$ cat config.mk
export PLATFORM = sky130hd
export DESIGN_NAME = txn_track_cache
export DESIGN_NICKNAME = d
export VERILOG_FILES = /design/src/rtl/txc_pkg.sv /design/src/rtl/txc_lines.sv /design/src/rtl/txc_snoop.sv /design/src/rtl/txc_txctl.sv /design/src/rtl/txn_track_cache.sv
export SDC_FILE = /design/constraint.sdc
export NUM_CORES = 1
export LEC_CHECK = 0
export ABC_AREA = 1
export BUFFER_PORTS_ARGS = -buffer_cell sky130_fd_sc_hd__buf_2
export CAP_MARGIN = 15
export CELL_PAD_IN_SITES_DETAIL_PLACEMENT = 1
export CELL_PAD_IN_SITES_GLOBAL_PLACEMENT = 2
export CORE_MARGIN = 1
export CORE_UTILIZATION = 39
export DETAILED_ROUTE_END_ITERATION = 7
export PLACE_DENSITY_LB_ADDON = 0.1
export SYNTH_ARGS = -nofsm -noshare
export SYNTH_HDL_FRONTEND = slang
export SYNTH_SLANG_ARGS = --single-unit
$ cat constraint.sdc
create_clock -name clk -period 7.4 [get_ports clk]
set_input_delay 1.48 -clock clk [delete_from_list [all_inputs] [get_ports clk]]
set_output_delay 1.48 -clock clk [all_outputs]
set_load 0.01 [all_outputs]
$ cat src/rtl/txc_pkg.sv
package txc_pkg;

  // Conflict rule for a remote access that hits a valid line
  function automatic logic remote_collides(input logic remote_we,
                                           input logic rd_mark,
                                           input logic wr_mark);
    return remote_we ? (rd_mark | wr_mark) : wr_mark;
  endfunction

  // Age test, operands zero-extended by the caller
  function automatic logic still_young(input logic [31:0] age,
                                       input logic [31:0] limit);
    return age < limit;
  endfunction

endpackage

$ cat src/rtl/txc_lines.sv
module txc_lines #(
  parameter int ADDR_W = 10,
  parameter int DATA_W = 16,
  parameter int IDX_W  = 3
) (
  input  logic              clk,
  input  logic              rst_n,
  input  logic              acc_en,
  input  logic              acc_we,
  input  logic [ADDR_W-1:0] acc_addr,
  input  logic [DATA_W-1:0] acc_wdata,
  input  logic [DATA_W-1:0] fill_data,
  input  logic              in_tx,
  input  logic              commit_clr,
  input  logic              abort_clr,
  input  logic [ADDR_W-1:0] snp_addr,
  output logic              snp_hit,
  output logic              snp_rd,
  output logic              snp_wr,
  output logic              rsp_valid,
  output logic              rsp_hit,
  output logic [DATA_W-1:0] rsp_data,
  output logic              wb_valid,
  output logic [ADDR_W-1:0] wb_addr,
  output logic [DATA_W-1:0] wb_data,
  output logic              overflow
);
  localparam int LINES = 1 << IDX_W;
  localparam int TAG_W = ADDR_W - IDX_W;

  logic [LINES-1:0]  vld_q, drt_q, rdm_q, wrm_q;
  logic [TAG_W-1:0]  tag_q [LINES];
  logic [DATA_W-1:0] dat_q [LINES];

  logic [IDX_W-1:0] idx, s_idx;
  logic [TAG_W-1:0] tg, s_tg;
  logic hit, victim_tracked, ovf_now, do_acc, wb_now;

  assign idx   = acc_addr[IDX_W-1:0];
  assign tg    = acc_addr[ADDR_W-1:IDX_W];
  assign s_idx = snp_addr[IDX_W-1:0];
  assign s_tg  = snp_addr[ADDR_W-1:IDX_W];

  assign hit            = vld_q[idx] && (tag_q[idx] == tg);
  assign victim_tracked = vld_q[idx] && (rdm_q[idx] || wrm_q[idx]);
  assign ovf_now        = acc_en && in_tx && !hit && victim_tracked;
  assign do_acc         = acc_en && !ovf_now;
  // dirty victim on a miss, or committed word about to be overwritten speculatively
  assign wb_now = do_acc && vld_q[idx] && drt_q[idx] &&
                  (!hit || (acc_we && in_tx && !wrm_q[idx]));

  assign snp_hit = vld_q[s_idx] && (tag_q[s_idx] == s_tg);
  assign snp_rd  = rdm_q[s_idx];
  assign snp_wr  = wrm_q[s_idx];

  always_ff @(posedge clk) begin
    if (!rst_n) begin
      vld_q     <= '0;
      drt_q     <= '0;
      rdm_q     <= '0;
      wrm_q     <= '0;
      rsp_valid <= 1'b0;
      rsp_hit   <= 1'b0;
      rsp_data  <= '0;
      wb_valid  <= 1'b0;
      wb_addr   <= '0;
      wb_data   <= '0;
      overflow  <= 1'b0;
      for (int i = 0; i < LINES; i++) begin
        tag_q[i] <= '0;
        dat_q[i] <= '0;
      end
    end else begin
      rsp_valid <= do_acc;
      overflow  <= ovf_now;
      wb_valid  <= wb_now;
      if (wb_now) begin
        wb_addr <= {tag_q[idx], idx};
        wb_data <= dat_q[idx];
      end
      if (do_acc) begin
        rsp_hit  <= hit;
        rsp_data <= hit ? dat_q[idx] : (acc_we ? acc_wdata : fill_data);
        if (!hit) begin
          vld_q[idx] <= 1'b1;
          tag_q[idx] <= tg;
          drt_q[idx] <= acc_we;
          dat_q[idx] <= acc_we ? acc_wdata : fill_data;
        end else if (acc_we) begin
          drt_q[idx] <= 1'b1;
          dat_q[idx] <= acc_wdata;
        end
        rdm_q[idx] <= (hit & rdm_q[idx]) | (in_tx & ~acc_we);
        wrm_q[idx] <= (hit & wrm_q[idx]) | (in_tx & acc_we);
      end
      if (commit_clr) begin
        rdm_q <= '0;
        wrm_q <= '0;
      end
      if (abort_clr) begin
        vld_q <= vld_q & ~wrm_q;
        rdm_q <= '0;
        wrm_q <= '0;
      end
    end
  end
endmodule

$ cat src/rtl/txc_snoop.sv
module txc_snoop (
  input  logic in_tx,
  input  logic snp_valid,
  input  logic snp_we,
  input  logic snp_hit,
  input  logic snp_rd,
  input  logic snp_wr,
  output logic conflict
);
  import txc_pkg::*;
  assign conflict = in_tx && snp_valid && snp_hit &&
                    remote_collides(snp_we, snp_rd, snp_wr);
endmodule

$ cat src/rtl/txc_txctl.sv
module txc_txctl #(
  parameter int AGE_W = 12
) (
  input  logic             clk,
  input  logic             rst_n,
  input  logic             tx_begin,
  input  logic             tx_end,
  input  logic             conflict,
  input  logic             irq_req,
  input  logic             irq_can_wait,
  input  logic [AGE_W-1:0] young_limit,
  output logic             in_tx,
  output logic             ckpt_valid,
  output logic             abort_now,
  output logic             commit_now,
  output logic             irq_abort,
  output logic             abort,
  output logic             restore,
  output logic             commit,
  output logic             irq_grant
);
  import txc_pkg::*;
  localparam logic [AGE_W-1:0] AGE_MAX = '1;

  logic [AGE_W-1:0] age_q;
  logic young, begin_now;

  assign young      = in_tx && still_young(32'(age_q), 32'(young_limit));
  assign irq_abort  = in_tx && irq_req && !irq_can_wait && young;
  assign abort_now  = conflict || irq_abort;
  assign commit_now = in_tx && tx_end && !abort_now;
  assign begin_now  = !in_tx && tx_begin;
  assign irq_grant  = irq_req && !in_tx;

  always_ff @(posedge clk) begin
    if (!rst_n) begin
      in_tx      <= 1'b0;
      ckpt_valid <= 1'b0;
      age_q      <= '0;
      abort      <= 1'b0;
      restore    <= 1'b0;
      commit     <= 1'b0;
    end else begin
      abort   <= abort_now;
      restore <= abort_now && ckpt_valid;
      commit  <= commit_now;
      if (abort_now || commit_now) begin
        in_tx      <= 1'b0;
        ckpt_valid <= 1'b0;
      end else if (begin_now) begin
        in_tx      <= 1'b1;
        ckpt_valid <= 1'b1;
        age_q      <= '0;
      end else if (in_tx && age_q != AGE_MAX) begin
        age_q <= age_q + 1'b1;
      end
    end
  end
endmodule

$ cat src/rtl/txn_track_cache.sv
module txn_track_cache #(
  parameter int ADDR_W = 10,
  parameter int DATA_W = 16,
  parameter int IDX_W  = 3,
  parameter int AGE_W  = 12
) (
  input  logic              clk,
  input  logic              rst_n,
  input  logic              core_req,
  input  logic              core_we,
  input  logic [ADDR_W-1:0] core_addr,
  input  logic [DATA_W-1:0] core_wdata,
  input  logic [DATA_W-1:0] fill_data,
  input  logic              tx_begin,
  input  logic              tx_end,
  input  logic              irq_req,
  input  logic              irq_can_wait,
  input  logic [AGE_W-1:0]  young_limit,
  input  logic              snp_valid,
  input  logic              snp_we,
  input  logic [ADDR_W-1:0] snp_addr,
  output logic              rsp_valid,
  output logic              rsp_hit,
  output logic [DATA_W-1:0] rsp_data,
  output logic              wb_valid,
  output logic [ADDR_W-1:0] wb_addr,
  output logic [DATA_W-1:0] wb_data,
  output logic              overflow,
  output logic              abort,
  output logic              restore,
  output logic              commit,
  output logic              in_tx,
  output logic              ckpt_valid,
  output logic              irq_grant
);
  logic snp_hit_w, snp_rd_w, snp_wr_w;
  logic conflict_w, irq_abort_w, abort_now_w, commit_now_w;

  txc_snoop u_snoop (
    .in_tx    (in_tx),
    .snp_valid(snp_valid),
    .snp_we   (snp_we),
    .snp_hit  (snp_hit_w),
    .snp_rd   (snp_rd_w),
    .snp_wr   (snp_wr_w),
    .conflict (conflict_w)
  );

  txc_txctl #(.AGE_W(AGE_W)) u_ctl (
    .clk         (clk),
    .rst_n       (rst_n),
    .tx_begin    (tx_begin),
    .tx_end      (tx_end),
    .conflict    (conflict_w),
    .irq_req     (irq_req),
    .irq_can_wait(irq_can_wait),
    .young_limit (young_limit),
    .in_tx       (in_tx),
    .ckpt_valid  (ckpt_valid),
    .abort_now   (abort_now_w),
    .commit_now  (commit_now_w),
    .irq_abort   (irq_abort_w),
    .abort       (abort),
    .restore     (restore),
    .commit      (commit),
    .irq_grant   (irq_grant)
  );

  txc_lines #(.ADDR_W(ADDR_W), .DATA_W(DATA_W), .IDX_W(IDX_W)) u_lines (
    .clk       (clk),
    .rst_n     (rst_n),
    .acc_en    (core_req && !abort_now_w),
    .acc_we    (core_we),
    .acc_addr  (core_addr),
    .acc_wdata (core_wdata),
    .fill_data (fill_data),
    .in_tx     (in_tx),
    .commit_clr(commit_now_w),
    .abort_clr (abort_now_w),
    .snp_addr  (snp_addr),
    .snp_hit   (snp_hit_w),
    .snp_rd    (snp_rd_w),
    .snp_wr    (snp_wr_w),
    .rsp_valid (rsp_valid),
    .rsp_hit   (rsp_hit),
    .rsp_data  (rsp_data),
    .wb_valid  (wb_valid),
    .wb_addr   (wb_addr),
    .wb_data   (wb_data),
    .overflow  (overflow)
  );
endmodule

==> impl_metrics.ini, run 1 <==
[worst_setup_path]
r2r_end = u_lines.wb_data[8]
crit_fanout = 77
cp-start-kind = input port
crit_type = input port to flip-flop
cpPeakStageDelay_ps = 640
worstSetupStartpoint = core_addr[0]
regToRegStartpoint = u_lines.tag_q[0][2]
path_cells = buf_2 -> inv_2 -> nand2_1 -> nand2_1 -> nand2_1 -> nand2_1 -> nand2_1 -> nand2_1 -> nand2_1 -> nand2_1 -> nor2_1 -> nand2_1 -> nor2_2 -> nor2_1 -> nor2_4 -> buf_4 -> inv_2 -> nor2_4 -> nor2_1 -> nor2_1
cp.required_ps = 7860
cp_slowest_cell = buf_4
ff2ff_path_depth = 17
worstSetupEndpointType = flip-flop
crit_end = u_lines.wb_data[8]
worstPathArrival_ps = 5540
cp_common_cell = nand2_1
r2r_slack_ps = 3680

[detailed_routing]
drt_iter0_drc = 730
post-route-drc-count = 0
wl_met3_mm = 2.16
drtAntennaViolNets = 0
wirelength_mm = 49.9
wl_met2_mm = 25.0
dr_total_vias = 12459
highest_layer = met4
viasPerCell = 5.41
first_pass_iters = 5
post_drt_wl_per_cell_um = 21.7
wl_met1_mm = 20.7

[logic_synthesis]
yosys-top-cells-count = nand2_1, nor2_1, edfxtp_1, inv_1, nand3_1
synth_edf_count = 184
ys_ff_latch = 278
synthMostInstantiatedCell = nand2_1
synthCells = 1721
synth_top_area_share_pct = 39.6
synth_top_area_cell = edfxtp_1
seq_area_frac_synth_pct = 53.1
synth_nets = 1807
syn_area_mm2 = 0.0140
synthArstFlopShare_pct = 0
ys_warn_count = 0
synth_area_per_cell_um2 = 8.11
dominantRegCellSynth = edfxtp_1
yosys-top-cells-area = edfxtp_1, dfxtp_1, nand2_1, nor2_1, nand3_1
yosysUniqueCellTypes = 42

[timing]
min_period_over_period_pct = 68.7
max_slew_margin_pct = 32.4
drv_slew = 0
tightest_slew_ps = 986
rsz0062_at_grt = no
clock.fmax_mhz = 197
final_hold_viol_count = 0
period_needed_ps = 5080
clock_skew_ps = 21.2
tns_ps = 0
setup_viol = 0

[placement]
portBuffers = 125
dp.cells = 2244
gp_congestion = 0.859
dp_hpwl_mm = 34.4

[cells_and_area]
area_growth_pct = 14.9
regArea_mm2 = 0.00741
fillers = 4261
drive_above_1_share_pct = 12.1
nNetsFinal = 1911
diodes = 0
multi_input_area_mm2 = 0.00570
finalNonFillerCells = 2304

[flow_run]
max_cap_violations = 0

[grt]
grt_max_degree = 78
gr-total-overflow = 0
grt_pass1_wl_mm = 76.0
grt_pass1_vias = 12734
antenna_found_initial = 0
grt_use_total_pct = 27.7

[clock_network]
postCtsResizedCells = 0
ctsHoldBuffers = 0
clock_path_buffers = 3
clock-root-buffer = clkbuf_16
htree_levels = 2
post_cts_buffers = 0
clock_sinks = 278
cts_buffers = 34
cts_tree = yes
insertion_delay_ps = 530
clk_pin_slew_ps = 60

[min_path]
hp-class = flip-flop to flip-flop

[power_and_ir_drop]
leakagePower_uw = 0.00701
ir_drop_v = 0.000191
power_density_mw_per_mm2 = 233

[die]
rows = 68
die_h_um = 191
ios = 126
dieArea_mm2 = 0.0365
die_x_um = 191
initial_core_util_pct = 40.0
core-area_mm2 = 0.0349

[outcome]
status = completed
per-stage QoR:
| stage | cell area (um^2) | hold slack (ps) | worst slack, ps | total power, uW | utilization, % |
|---|---|---|---|---|---|
| 2_1_floorplan | 14000 | 439 | 3190 | 2030 | - |
| 3_3_place_gp | 15000 | 451 | 1870 | 2200 | 43.1 |
| 3_5_place_dp | 15000 | 455 | 1750 | 2210 | 43.1 |
| 4_1_cts | 16000 | 463 | 2300 | 3770 | 46.0 |
| 5_1_grt | 16000 | 482 | 1820 | 3870 | 46.0 |
| 6_report | 16000 | 462 | 2320 | 3740 | 46.0 |
report_power, final:
part           internal (uW)  switching [uW]
Sequential              1710            33.7
Combinational            121             309
Clock                    898             663
worst min path at each step:
stage,start,end,cells after the start
after floorplan,u_lines.rdm_q[1],u_lines.rdm_q[1],2
after global placement,u_lines.drt_q[6],u_lines.drt_q[6],2
after detailed placement,u_lines.rsp_data[2],u_lines.rsp_data[2],2
after CTS,u_lines.rsp_data[5],u_lines.rsp_data[5],2
after global routing,u_lines.rsp_data[5],u_lines.rsp_data[5],2
final,u_lines.rsp_data[2],u_lines.rsp_data[2],2
cell families after synthesis:
group                    synth area share, %
AO/OA/AOI/OAI                           8.53
multiplexers                            1.15
flip-flops                              53.1
XOR/XNOR                               0.502
adder cells (fa/ha/maj)                 1.08
AND/OR/NAND/NOR                         29.5
buffers and inverters                   6.14
metal layers:
metal  vias up  track usage [%]
li1       5902                -
met1      6143             34.4
met3        92             3.19
met5         -                0
met4         0             11.7
met2       322             48.5
critical path, delay by kind of cell:
family	cells	cell delay, ps
and+or+nand+nor	16	2110
buffers and inverters	4	1910
state kept, by name, summed over array words and instances (netlist names):
register,count
u_ctl.abort,1
u_ctl.age_q,12
u_lines.dat_q,128
u_lines.rdm_q,8
u_lines.rsp_hit,1
u_lines.wb_addr,10
u_lines.rsp_data,16
u_lines.wb_data,16
u_lines.wb_valid,1
u_lines.overflow,1
u_ctl.in_tx,1
u_lines.drt_q,8
u_lines.vld_q,8
u_lines.rsp_valid,1
u_ctl.restore,1
u_lines.tag_q,56
u_ctl.commit,1
u_lines.wrm_q,8
layout by cell type, fill, tap and decap left out, types with 16 or more instances in the layout:
cell type / Yosys / routed
nand2_1: 487 / 487
a221oi_1: 16 / 16
nor2_1: 326 / 325
nand3_1: 102 / 102
clkbuf_1: 46 / 16
dfxtp_1: 94 / 94
nand3b_1: 28 / 28
a21oi_1: 61 / 61
inv_1: 117 / 117
o21ai_0: 52 / 52
a22oi_1: 19 / 19
edfxtp_1: 184 / 184
mux2i_1: 16 / 16
clkbuf_16: 0 / 35
nand4_1: 20 / 20
buf_4: 1 / 31
buf_2: 28 / 125
cell type report:
class | instances | area share (%)
Sequential cell | 278 | 46.2
Multi-Input combinational cell | 1225 | 35.5
Clock buffer | 53 | 6.01
Timing Repair Buffer | 156 | 5.35
Tap cell | 455 | 3.55
Inverter | 130 | 3.04
Clock inverter | 7 | 0.335
Note: power is estimated with default switching activity, not from simulation.
==> run 2: changes to the inputs <==
--- a/config.mk
+++ b/config.mk
@@ -11,7 +11,7 @@
 export CELL_PAD_IN_SITES_DETAIL_PLACEMENT = 1
 export CELL_PAD_IN_SITES_GLOBAL_PLACEMENT = 2
 export CORE_MARGIN = 1
-export CORE_UTILIZATION = 39
+export CORE_UTILIZATION = 32
 export DETAILED_ROUTE_END_ITERATION = 7
 export PLACE_DENSITY_LB_ADDON = 0.1
 export SYNTH_ARGS = -nofsm -noshare
==> constraint.sdc (replaced) <==
create_clock -name clk -period 4.3 [get_ports clk]
set_input_delay 0.86 -clock clk [delete_from_list [all_inputs] [get_ports clk]]
set_output_delay 0.86 -clock clk [all_outputs]
set_load 0.01 [all_outputs]
==> impl_metrics.ini, run 2 (same netlist as run 1, synthesis figures left out) <==
[power_and_ir_drop]
p_switching_uw = 1750
ir_drop_v = 0.000246
internal_power_uw = 4830
leakagePower_uw = 0.00732
power_frac_seq_pct = 45.7
p_comb_share_pct = 12.0
swShare_pct = 26.7
p_clk_share_pct = 42.4
power_density_mw_per_mm2 = 394

[cells_and_area]
mostFrequentLayoutCells = nand2_1, nor2_1, edfxtp_1
top_register = u_lines.dat_q
largest_reg_flops = 128
finalNonFillerCells = 2494
layout_commonest_cell = nand2_1
drive_above_1_share_pct = 15.1
diodes = 0
fillers = 5241
area_growth_pct = 19.7
nNetsFinal = 1972
final_area_mm2 = 0.0167
top_regs = u_lines.dat_q (128), u_lines.tag_q (56)

[clock_network]
post_cts_buffers = 0
clock-root-buffer = clkbuf_16
cts_tree = yes
clock_sinks = 278
insertion_delay_ps = 540
ctsHoldBuffers = 0
cts_buffers = 35
postCtsResizedCells = 0
htree_levels = 2
clock_path_buffers = 3
clk_pin_slew_ps = 60

[worst_setup_path]
worstPathArrival_ps = 4050
critPathTopFamily = buffers and inverters
cp_num_buf_inv = 6
path_cells = buf_2 -> inv_2 -> o21ai_1 -> nand2_1 -> nand2_1 -> nand2_1 -> inv_1 -> nand2_1 -> nor2_1 -> nand2_1 -> nor2_2 -> nor2_1 -> nor2_4 -> buf_12 -> inv_2 -> nor2_4 -> buf_4 -> nor2_1 -> nor2_1
cp.required_ps = 4760
cp_slowest_cell = buf_2
r2r_slack_ps = 1180
worstSetupEndpointType = flip-flop
crit_type = input port to flip-flop
cpPeakStageDelay_ps = 440
cp_common_cell = nand2_1
crit_fanout = 44
cp-start-kind = input port

[timing]
max_slew_margin_pct = 36.1
tns_ps = 0
holdWs_ps = 462
fin_ws_ps = 715
clock_skew_ps = 11.7
period_needed_ps = 3590
final_hold_viol_count = 0
rsz0062_at_grt = no
setup_viol = 0
min_period_over_period_pct = 83.4
drv_slew = 0
clock.fmax_mhz = 279
tightest_slew_ps = 932

[placement]
dp.cells = 2434
place_area_mm2 = 0.0157
portBuffers = 125
gp_congestion = 0.821
dp_hpwl_mm = 37.4
dp_worst_setup_slack_ps = 161

[die]
die_h_um = 211
dieArea_mm2 = 0.0445
core-area_mm2 = 0.0431
rows = 76
die_x_um = 211
initial_core_util_pct = 32.4
ios = 126

[detailed_routing]
drt_iter0_drc = 643
drtAntennaViolNets = 0
first_pass_iters = 5
dr_total_vias = 12481
post_drt_wl_per_cell_um = 21.0
viasPerCell = 5.00
wirelength_mm = 52.5
post-route-drc-count = 0

[grt]
gr-total-overflow = 0
antenna_found_initial = 0
grt_pass1_vias = 12900
grt_use_total_pct = 24.0
grt_pass1_wl_mm = 79.3
grt_max_degree = 60

[min_path]
hp-class = flip-flop to flip-flop

[outcome]
status = completed

[flow_run]
max_cap_violations = 0
-- run 2: changes by cell type in the layout (fill, tap and decap cells not counted), moves of 2 or more --
cell       before  now
buf_4          31   89
clkbuf_1       16   11
buf_12          0    2
bufinv_16       0    2
clkinv_2        2    4
clkinv_8        2    0
-- run 2: worst paths after layout --
path	from	endpoint	cells after the start
hold reg to reg	u_lines.rsp_data[15]	u_lines.rsp_data[15]	2
hold / removal	u_lines.rsp_data[15]	u_lines.rsp_data[15]	2
setup / recovery	core_addr[1]	u_lines.wb_data[0]	19
setup reg to reg	u_ctl.age_q[3]	u_lines.dat_q[4][11]	13
-- run 2: area by class of cell --
| type | instances | area [um^2] | area share (%) |
|---|---|---|---|
| sequential | 278 | 7410 | 44.3 |
| multi-input combinational | 1225 | 5700 | 34.1 |
| timing repair buffer | 216 | 1330 | 7.98 |
| clock buffer | 47 | 931 | 5.57 |
| tap | 585 | 732 | 4.38 |
| inverter | 130 | 488 | 2.92 |
| clock inverter | 13 | 118 | 0.704 |
-- run 2: per-stage QoR --
step	total power, uW	utilization [%]
3_3_place_gp	3850	36.4
6_report	6580	38.8
3_5_place_dp	3860	36.4
2_1_floorplan	3490	-
5_1_grt	6840	38.8
4_1_cts	6680	38.8
-- run 2: power by group through the flow --
stage / Sequential [uW] / Clock [uW] / Combinational, uW
floorplan: 3060 / 0 / 438
global placement: 3060 / 0 / 789
detailed placement: 3060 / 0 / 797
CTS: 3010 / 2870 / 801
global route: 3020 / 2950 / 875
finish: 3010 / 2790 / 787
-- run 2: worst reg2reg max path, delay by kind of cell (launching register included) --
family,cells,cell delay [ps]
DFF,1,360
AOI/OAI and AO/OA,1,420
adders and majority gates,1,320
buffers and inverters,3,480
and+or+nand+nor,8,1240
-- run 2: routing by layer --
metal,GRT usage [%],up-vias,share of wire (%)
met3,2.71,72,3.6
met2,40.8,232,49
met4,9.10,0,3.1
li1,-,6030,-
met1,31.3,6147,44
met5,0,-,0
